--- src/rtl/uart_mute_rx_pkg.sv ---
package uart_mute_rx_pkg;

    typedef enum logic [1:0] {
        FR_IDLE  = 2'd0,
        FR_START = 2'd1,
        FR_DATA  = 2'd2,
        FR_STOP  = 2'd3
    } fr_state_e;

endpackage

--- src/rtl/rx_sync.sv ---
module rx_sync #(
    parameter int STAGES = 2
) (
    input  logic clk,
    input  logic rst_n,
    input  logic din,
    output logic dout
);

    logic [STAGES-1:0] sync_d, sync_q;

    always_comb begin
        sync_d[0] = din;
        for (int i = 1; i < STAGES; i++) begin
            sync_d[i] = sync_q[i-1];
        end
    end

    always_ff @(posedge clk or negedge rst_n) begin
        if (!rst_n) sync_q <= '1;
        else        sync_q <= sync_d;
    end

    assign dout = sync_q[STAGES-1];

endmodule

--- src/rtl/rx_frame.sv ---
module rx_frame
    import uart_mute_rx_pkg::*;
#(
    parameter int DATA_W = 8,
    parameter int OSR    = 16
) (
    input  logic              clk,
    input  logic              rst_n,
    input  logic              en,
    input  logic              tick,
    input  logic              rx,
    output logic              char_done,
    output logic [DATA_W-1:0] char_data,
    output logic              idle_det
);

    localparam int CNT_W      = $clog2(OSR);
    localparam int BIT_W      = (DATA_W > 1) ? $clog2(DATA_W) : 1;
    localparam int IDLE_TICKS = (DATA_W + 2) * OSR;
    localparam int IDLE_W     = $clog2(IDLE_TICKS + 1);
    localparam logic [CNT_W-1:0]  MID      = CNT_W'(OSR / 2);
    localparam logic [CNT_W-1:0]  VOTE_A   = CNT_W'(OSR / 2 - 1);
    localparam logic [CNT_W-1:0]  VOTE_C   = CNT_W'(OSR / 2 + 1);
    localparam logic [CNT_W-1:0]  CNT_LAST = CNT_W'(OSR - 1);
    localparam logic [BIT_W-1:0]  BIT_LAST = BIT_W'(DATA_W - 1);
    localparam logic [IDLE_W-1:0] IDLE_LAST = IDLE_W'(IDLE_TICKS - 1);

    typedef struct packed {
        fr_state_e         st;
        logic [CNT_W-1:0]  cnt;
        logic [BIT_W-1:0]  nbit;
        logic [DATA_W-1:0] shreg;
        logic [1:0]        votes;
        logic              last_rx;
        logic              armed;
        logic [IDLE_W-1:0] idle_cnt;
    } fr_reg_t;

    localparam fr_reg_t FR_RESET = '{
        st:       FR_IDLE,
        cnt:      '0,
        nbit:     '0,
        shreg:    '0,
        votes:    '0,
        last_rx:  1'b0,
        armed:    1'b0,
        idle_cnt: '0
    };

    fr_reg_t q, d;
    logic [1:0] low_total;

    always_comb begin
        d         = q;
        char_done = 1'b0;
        idle_det  = 1'b0;
        low_total = q.votes + {1'b0, ~rx};
        if (!en) begin
            d = FR_RESET;
        end else if (tick) begin
            unique case (q.st)
                FR_IDLE: begin
                    d.last_rx = rx;
                    if (!rx && q.last_rx) begin
                        d.st       = FR_START;
                        d.cnt      = '0;
                        d.votes    = '0;
                        d.idle_cnt = '0;
                    end else if (!rx) begin
                        d.idle_cnt = '0;
                    end else if (q.armed) begin
                        if (q.idle_cnt == IDLE_LAST) begin
                            idle_det   = 1'b1;
                            d.armed    = 1'b0;
                            d.idle_cnt = '0;
                        end else begin
                            d.idle_cnt = q.idle_cnt + 1'b1;
                        end
                    end
                end
                FR_START: begin
                    d.cnt = q.cnt + 1'b1;
                    if (q.cnt == VOTE_A || q.cnt == MID) begin
                        d.votes = low_total;
                    end
                    if (q.cnt == VOTE_C && low_total < 2'd2) begin
                        d.st      = FR_IDLE;
                        d.cnt     = '0;
                        d.last_rx = rx;
                    end else if (q.cnt == CNT_LAST) begin
                        d.st   = FR_DATA;
                        d.cnt  = '0;
                        d.nbit = '0;
                    end
                end
                FR_DATA: begin
                    d.cnt = q.cnt + 1'b1;
                    if (q.cnt == MID) begin
                        d.shreg = {rx, q.shreg[DATA_W-1:1]};
                    end
                    if (q.cnt == CNT_LAST) begin
                        d.cnt = '0;
                        if (q.nbit == BIT_LAST) d.st = FR_STOP;
                        else                    d.nbit = q.nbit + 1'b1;
                    end
                end
                FR_STOP: begin
                    d.cnt = q.cnt + 1'b1;
                    if (q.cnt == MID) begin
                        d.st       = FR_IDLE;
                        d.cnt      = '0;
                        d.last_rx  = rx;
                        d.idle_cnt = '0;
                        if (rx) begin
                            char_done = 1'b1;
                            d.armed   = 1'b1;
                        end
                    end
                end
                default: d = FR_RESET;
            endcase
        end
    end

    always_ff @(posedge clk or negedge rst_n) begin
        if (!rst_n) q <= FR_RESET;
        else        q <= d;
    end

    assign char_data = q.shreg;

endmodule

--- src/rtl/rx_status.sv ---
module rx_status #(
    parameter int DATA_W = 8
) (
    input  logic              clk,
    input  logic              rst_n,
    input  logic              char_done,
    input  logic [DATA_W-1:0] char_data,
    input  logic              idle_det,
    input  logic              wake_addr,
    input  logic              mute_wr,
    input  logic              mute_wdata,
    input  logic              rd_ack,
    input  logic              idle_ack,
    output logic [DATA_W-1:0] rx_data,
    output logic              rx_full,
    output logic              overrun,
    output logic              idle_flag,
    output logic              mute_on
);

    typedef struct packed {
        logic [DATA_W-1:0] data;
        logic              full;
        logic              ovr;
        logic              idle;
        logic              mute;
    } st_reg_t;

    st_reg_t q, d;
    logic    deliver;

    always_comb begin
        d       = q;
        deliver = 1'b0;
        if (rd_ack) begin
            d.full = 1'b0;
            d.ovr  = 1'b0;
        end
        if (idle_ack) d.idle = 1'b0;
        // Software write; locked in address-mark mode while data is unread
        if (mute_wr && !(wake_addr && q.full)) d.mute = mute_wdata;
        // Character delivery and address-mark wake-up
        if (char_done) begin
            if (!q.mute) begin
                deliver = 1'b1;
            end else if (wake_addr && char_data[DATA_W-1]) begin
                deliver = 1'b1;
                d.mute  = 1'b0;
            end
        end
        // Idle line: flag when active, wake when muted in idle mode
        if (idle_det) begin
            if (q.mute) begin
                if (!wake_addr) d.mute = 1'b0;
            end else begin
                d.idle = 1'b1;
            end
        end
        if (deliver) begin
            if (q.full && !rd_ack) begin
                d.ovr = 1'b1;
            end else begin
                d.full = 1'b1;
                d.data = char_data;
            end
        end
    end

    always_ff @(posedge clk or negedge rst_n) begin
        if (!rst_n) q <= '0;
        else        q <= d;
    end

    assign rx_data   = q.data;
    assign rx_full   = q.full;
    assign overrun   = q.ovr;
    assign idle_flag = q.idle;
    assign mute_on   = q.mute;

endmodule

--- src/rtl/uart_mute_rx.sv ---
module uart_mute_rx #(
    parameter int DATA_W      = 8,
    parameter int OSR         = 16,
    parameter int SYNC_STAGES = 2
) (
    input  logic              clk,
    input  logic              rst_n,
    input  logic              rx_en,
    input  logic              tick16,
    input  logic              rx_in,
    input  logic              wake_addr,
    input  logic              mute_wr,
    input  logic              mute_wdata,
    input  logic              rd_ack,
    input  logic              idle_ack,
    input  logic              data_irq_en,
    input  logic              idle_irq_en,
    output logic [DATA_W-1:0] rx_data,
    output logic              rx_full,
    output logic              overrun,
    output logic              idle_flag,
    output logic              mute_on,
    output logic              irq
);

    logic              rx_s;
    logic              char_done;
    logic [DATA_W-1:0] char_data;
    logic              idle_det;

    rx_sync #(.STAGES(SYNC_STAGES)) u_sync (
        .clk   (clk),
        .rst_n (rst_n),
        .din   (rx_in),
        .dout  (rx_s)
    );

    rx_frame #(.DATA_W(DATA_W), .OSR(OSR)) u_frame (
        .clk       (clk),
        .rst_n     (rst_n),
        .en        (rx_en),
        .tick      (tick16),
        .rx        (rx_s),
        .char_done (char_done),
        .char_data (char_data),
        .idle_det  (idle_det)
    );

    rx_status #(.DATA_W(DATA_W)) u_status (
        .clk        (clk),
        .rst_n      (rst_n),
        .char_done  (char_done),
        .char_data  (char_data),
        .idle_det   (idle_det),
        .wake_addr  (wake_addr),
        .mute_wr    (mute_wr),
        .mute_wdata (mute_wdata),
        .rd_ack     (rd_ack),
        .idle_ack   (idle_ack),
        .rx_data    (rx_data),
        .rx_full    (rx_full),
        .overrun    (overrun),
        .idle_flag  (idle_flag),
        .mute_on    (mute_on)
    );

    assign irq = (data_irq_en && (rx_full || overrun)) || (idle_irq_en && idle_flag);

endmodule

--- config.mk ---
export PLATFORM = sky130hd
export DESIGN_NAME = uart_mute_rx
export DESIGN_NICKNAME = d
export VERILOG_FILES = /design/src/rtl/uart_mute_rx_pkg.sv /design/src/rtl/rx_sync.sv /design/src/rtl/rx_frame.sv /design/src/rtl/rx_status.sv /design/src/rtl/uart_mute_rx.sv
export SDC_FILE = /design/constraint.sdc
export NUM_CORES = 1
export LEC_CHECK = 0
export BUFFER_PORTS_ARGS = -buffer_cell sky130_fd_sc_hd__buf_4
export CAP_MARGIN = 25
export CORE_ASPECT_RATIO = 1.2
export CORE_MARGIN = 10
export CORE_UTILIZATION = 30
export CTS_CLUSTER_DIAMETER = 80
export CTS_CLUSTER_SIZE = 20
export DETAILED_ROUTE_END_ITERATION = 6
export SETUP_SLACK_MARGIN = 0.4
export SYNTH_ARGS = -nofsm -noshare
export SYNTH_HDL_FRONTEND = slang
export SYNTH_SLANG_ARGS = --single-unit
--- constraint.sdc ---
create_clock -name clk -period 5.2 [get_ports clk]
set_input_delay 0.78 -clock clk [delete_from_list [all_inputs] [get_ports clk]]
set_output_delay 0.78 -clock clk [all_outputs]
set_load 0.1 [all_outputs]
* After elaboration in Yosys (flattened, before gate mapping)
Cells that the tools add are included.
Widths: inputs -> output; s select.
** Storage, ports and cells
- Memories kept :: 0
- RAM bits :: 0
- Output and inout bits :: 13
- Bits in latches :: 0
- Input port bits :: 12
- ROM bits :: 0
- Register bits after elaboration :: 43
** Cells by class
- Magnitude comparators :: 1
- Bitwise gates (word level) :: 2
- Reduce and logical (&&, ||, !) cells :: 24
- $mul :: 0
- Div/mod/pow operators :: 0
- Muxes and demuxes :: 57
- $add $sub $neg :: 4
- Shift-type cells :: 0
- Eq/ne operators :: 30
** Operator list (number)
- $mux 29 :: 2
- $mux 8 :: 5
- $mux 1 :: 30
- $mux 9 :: 3
- $pmux 6 s4 :: 1
- $ne 3x2->1 const B :: 7
- $mux 6 :: 3
- $pmux 9 s2 :: 1
- $reduce_and 6->1 :: 3
- $ne 3x3->1 const B :: 5
- $eq 4x4->1 const B :: 3
- $mux 2 :: 6
- $reduce_and 4->1 :: 3
- $mux 10 :: 1
- $ne 3x1->1 const B :: 3
- $add 8x1->8 const B :: 1
- $eq 8x8->1 const B :: 1
- $logic_and 1x1->1 :: 8
- $mux 3 :: 2
- $ne 2x1->1 const B :: 3
- $pmux 3 s2 :: 1
- $ne 5x3->1 const B :: 1
- $add 4x1->4 const B :: 1
- $eq 2x2->1 const B :: 2
- other kinds (16) :: 22

* Logic depth before layout (Yosys ltp)
- Word-level depth :: 10
- Depth in mapped cells :: 8
- Depth with buffers taken out :: 7

* Hierarchy
From an unflattened synthesis, not the netlist that was laid out.
** Unflattened totals
- Cell total of the unflattened synthesis :: 235
- Area, all modules :: 2377.3 sq um
** Modules (own cells, without submodules)
- rx_frame :: instances 1, seq. area each 725.7 sq um, cells each 195, area an instance 1818.0 sq um
- rx_status :: instances 1, seq. area each 300.3 sq um, cells each 35, area an instance 494.2 sq um
- rx_sync :: instances 1, seq. area each 52.6 sq um, cells each 2, area an instance 52.6 sq um
- uart_mute_rx :: instances 1, seq. area each 0.0 sq um, cells each 3, area an instance 12.5 sq um

* Worst setup path after synthesis
No wires, ideal clock.
- Path type :: reg2out
- Start point :: register u_status.q (netlist bit u_status.overrun)
- End point :: output port irq
- Arrival :: 1.799 ns
- Path slack :: 2.621 ns
- Cell stages (with the launch flop) :: 3
- Buffers on the path :: 0
- Path through :: dfrtp_1 > o21ai_0 > nand2_1
** On the way
- Cells in the longest elaborated chain, start to end :: 3
** RTL lines
- start, declared :: RTL line rx_status.sv:29 : st_reg_t q, d;
- start signal, assigned :: RTL line rx_status.sv:70 : if (!rst_n) q <= '0;
- start signal, assigned :: RTL line rx_status.sv:71 : else q <= d;
- $logic_or 1x1->1 :: RTL line uart_mute_rx.sv:67 : assign irq = (data_irq_en && (rx_full || overrun)) || (idle_irq_en && idle_flag);
- $logic_and 1x1->1 :: RTL line uart_mute_rx.sv:67
- $logic_or 1x1->1 :: RTL line uart_mute_rx.sv:67
- end, declared :: RTL line uart_mute_rx.sv:23 : output logic irq
No other way between the ends.

* Worst setup path after layout
- Start point :: register u_frame.q[23] (netlist bit)
- End point :: register u_frame.q[7] (netlist bit)
** On the way
- Cells in the longest elaborated chain, start to end :: 3
** RTL lines
- start, declared :: RTL line rx_frame.sv:50 : fr_reg_t q, d;
- start signal, assigned :: RTL line rx_frame.sv:126 : if (!rst_n) q <= FR_RESET;
- start signal, assigned :: RTL line rx_frame.sv:127 : else q <= d;
- $eq 4x4->1 :: RTL line rx_frame.sv:109 : if (q.cnt == MID) begin
- $ne 3x2->1 (no line)
- $reduce_and 4->1 (no line)
No other way between the ends.
A chain may end at the register's enable or synchronous reset.

==> impl_metrics.py <==
metrics = {
    "timing": {
        "tightest_slew_ps": 552,
        "totalNegativeSetupSlack_ps": 0,
        "post-route-min-period_ps": 2130,
        "slew_viol_final": 0,
        "hold_viol": 0,
        "fmax_ghz": 0.469,
        "setup_violations": 0,
        "clock_skew_ps": 3.69,
        "rsz0062_at_grt": "no",
        "post-route-period-util_pct": 41.0,
        "relSlewSlack_pct": 63.2,
    },
    "global_route": {
        "antenna_found_initial": 0,
        "grt-ovfl-total": 0,
        "grt_pass1_vias": 1732,
        "grt_use_total_pct": 8.39,
        "grt_first_pass_wirelength_mm": 8.09,
        "grt_max_degree": 44,
    },
    "floorplan": {
        "coreArea_sq_um": 7320,
        "pin_count": 25,
        "dieWidth_um": 99.7,
        "die_area_sq_um": 11500,
        "start_util_pct": 31.2,
        "num_rows": 34,
        "die_y_um": 116,
    },
    "cells_and_area": {
        "fillCellCount": 749,
        "syn2layout_area_growth_pct": 16.0,
        "layout_commonest_cell": "dfrtp_1",
        "num-nets-final": 270,
        "multi_input_area_sq_um": 1120,
        "diodes": 0,
        "final_cell_mix": "41 x dfrtp_1, 25 x nand2_1, 24 x buf_4",
        "register_area_sq_um": 1080,
        "layout-drive-gt1-share_pct": 19.4,
        "final_util_pct": 36.2,
    },
    "route": {
        "route.detailed.drc": 0,
        "drt-initial-drc-count": 53,
        "first_pass_iters": 4,
        "num_vias": 1742,
        "postRouteAntennaNets": 0,
        "via_per_inst": 5.09,
        "routed_wl_mm": 4.76,
        "avgRoutedWirePerCell_um": 13.9,
    },
    "synthesis": {
        "async_flop_share_pct": 100,
        "syn-num-nets": 247,
        "syn_area_sq_um": 2280,
        "syn_inst": 228,
        "ys_warn_count": 0,
        "ys_ff_latch": 43,
        "seq_area_frac_synth_pct": 47.2,
        "avgSynthCellArea_sq_um": 10.0,
        "synth.distinct_cells": 45,
        "yosys_most_used_dff": "dfrtp_1",
        "synth-edff-count": 0,
    },
    "worst_setup_path": {
        "crit_fanout": 12,
        "worstPathRequired_ps": 5430,
        "cp_slowest_cell": "or4_1",
        "cpPeakStageDelay_ps": 520,
        "worstSetupStartpointType": "flop",
        "crit_chain": "inv_1, ha_1, and3b_1, nand4_1, and3_1, or4_1, nand3_1",
        "critPathArrivalTime_ps": 2370,
        "crit_type": "reg -> reg",
        "worstSetupEndpointType": "flop",
    },
    "job": {
        "maxCapViolCount": 0,
    },
    "clock_tree": {
        "clock_sinks": 43,
        "worstSkewPairLatency_ps": 300,
        "htree_levels": 2,
        "cts_hold_buf": 0,
        "root_buffer": "clkbuf_8",
        "postCtsSetupBuffers": 0,
        "cts-resized-gates": 0,
        "clk_pin_slew_ps": 80,
        "numCtsBuffers": 5,
        "cts_buffer_depth": 2,
        "cts_tree": "done",
    },
    "power": {
        "peakVddDrop_uv": 117,
        "powerDensity_nw_per_um2": 253,
        "power_leakage_nw": 1.21,
    },
    "place": {
        "portBuffers": 24,
        "place_congestion": 0.797,
        "dp_hpwl_mm": 3.44,
    },
    "worst_hold_path": {
        "hp-class": "reg -> reg",
    },
    "outcome": {
        "outcome": "completed",
    },
}
[cell type report]
type,instances,share of cell area (%)
clock inverter,3,1.65
multi-input combinational,166,42.4
inverter,11,1.56
timing repair buffer,24,6.80
clock buffer,5,2.60
tap,90,4.25
sequential,43,40.7
[power breakdown]
group          total [W]  internal [W]  switching (W)
Combinational  0.0000586     0.0000225      0.0000362
Clock           0.000263      0.000143       0.000120
Sequential      0.000348      0.000339     0.00000837
Total           0.000669      0.000505       0.000164
[sequential cells by signal, indices dropped and copies added (netlist names)]
| register | cells |
|---|---|
| u_status.overrun | 1 |
| u_status.rx_data | 8 |
| u_status.idle_flag | 1 |
| u_frame.q | 21 |
| u_status.mute_on | 1 |
| u_status.rx_full | 1 |
| u_frame.char_data | 8 |
| u_sync.sync_q | 2 |
[worst max-delay path: cells and delay by family, from the launching register on]
kind          cells  cell delay (ps)
simple gates      5             1370
buf+inv           1               90
fa+ha+maj         1              180
flops             1              430
[kinds of logic after synthesis]
| group | synth area share (%) |
|---|---|
| flops | 47.2 |
| fa+ha+maj | 3.83 |
| mux | 11.1 |
| buf+inv | 3.56 |
| simple gates | 23.2 |
| xor+xnor | 0.383 |
| compound gates | 10.8 |
[cell usage after synthesis (5+ instances only)]
cell type | number | area (sq um)
a21oi_1 | 9 | 45.0
dfrtp_1 | 41 | 1030
o22ai_1 | 6 | 37.5
mux2i_1 | 14 | 140
buf_2 | 5 | 25.0
and3_1 | 10 | 62.6
nor2b_1 | 13 | 81.3
nand3_1 | 10 | 50.1
inv_1 | 11 | 41.3
o21ai_0 | 12 | 60.1
nor2_1 | 8 | 30.0
mux2_2 | 10 | 113
nand2_1 | 25 | 93.8
ha_1 | 7 | 87.6
nand4_1 | 5 | 31.3
[stage by stage]
step           hold WS, ps  cells  cell area [sq um]  power (W)  setup slack (ps)
2_1_floorplan          345    228               2280   0.000391              2620
3_3_place_gp           351    334               2540   0.000413              2940
3_5_place_dp           351    334               2540   0.000414              2900
4_1_cts                363    342               2650   0.000678              3050
5_1_grt                367    342               2650   0.000695              2960
6_report               363    342               2650   0.000669              3070
[worst paths after layout]
path / startpoint / to / slack, ps / cells past startpoint
setup / recovery: u_frame.q[23] / u_frame.q[7] / 3070 / 7
hold / removal: u_sync.sync_q[0] / u_sync.sync_q[1] / 360 / 0
hold reg to reg: u_sync.sync_q[0] / u_sync.sync_q[1] / 360 / 0
setup reg to reg: u_frame.q[23] / u_frame.q[7] / 3070 / 7
min in group asynchronous: rst_n / u_frame.q[26] / 460 / 1
max in group asynchronous: rst_n / u_frame.q[8] / 4360 / 1
[per-layer routing]
metal  GRT usage (%)  share of wire [%]  up-vias
li1                -                  -      860
met1            10.0                 46      844
met2            14.0                 48       31
met3            2.03                4.4        7
met4            3.73                1.7        0
met5               0                  0        -
Note: power is estimated with default switching activity, not from simulation.
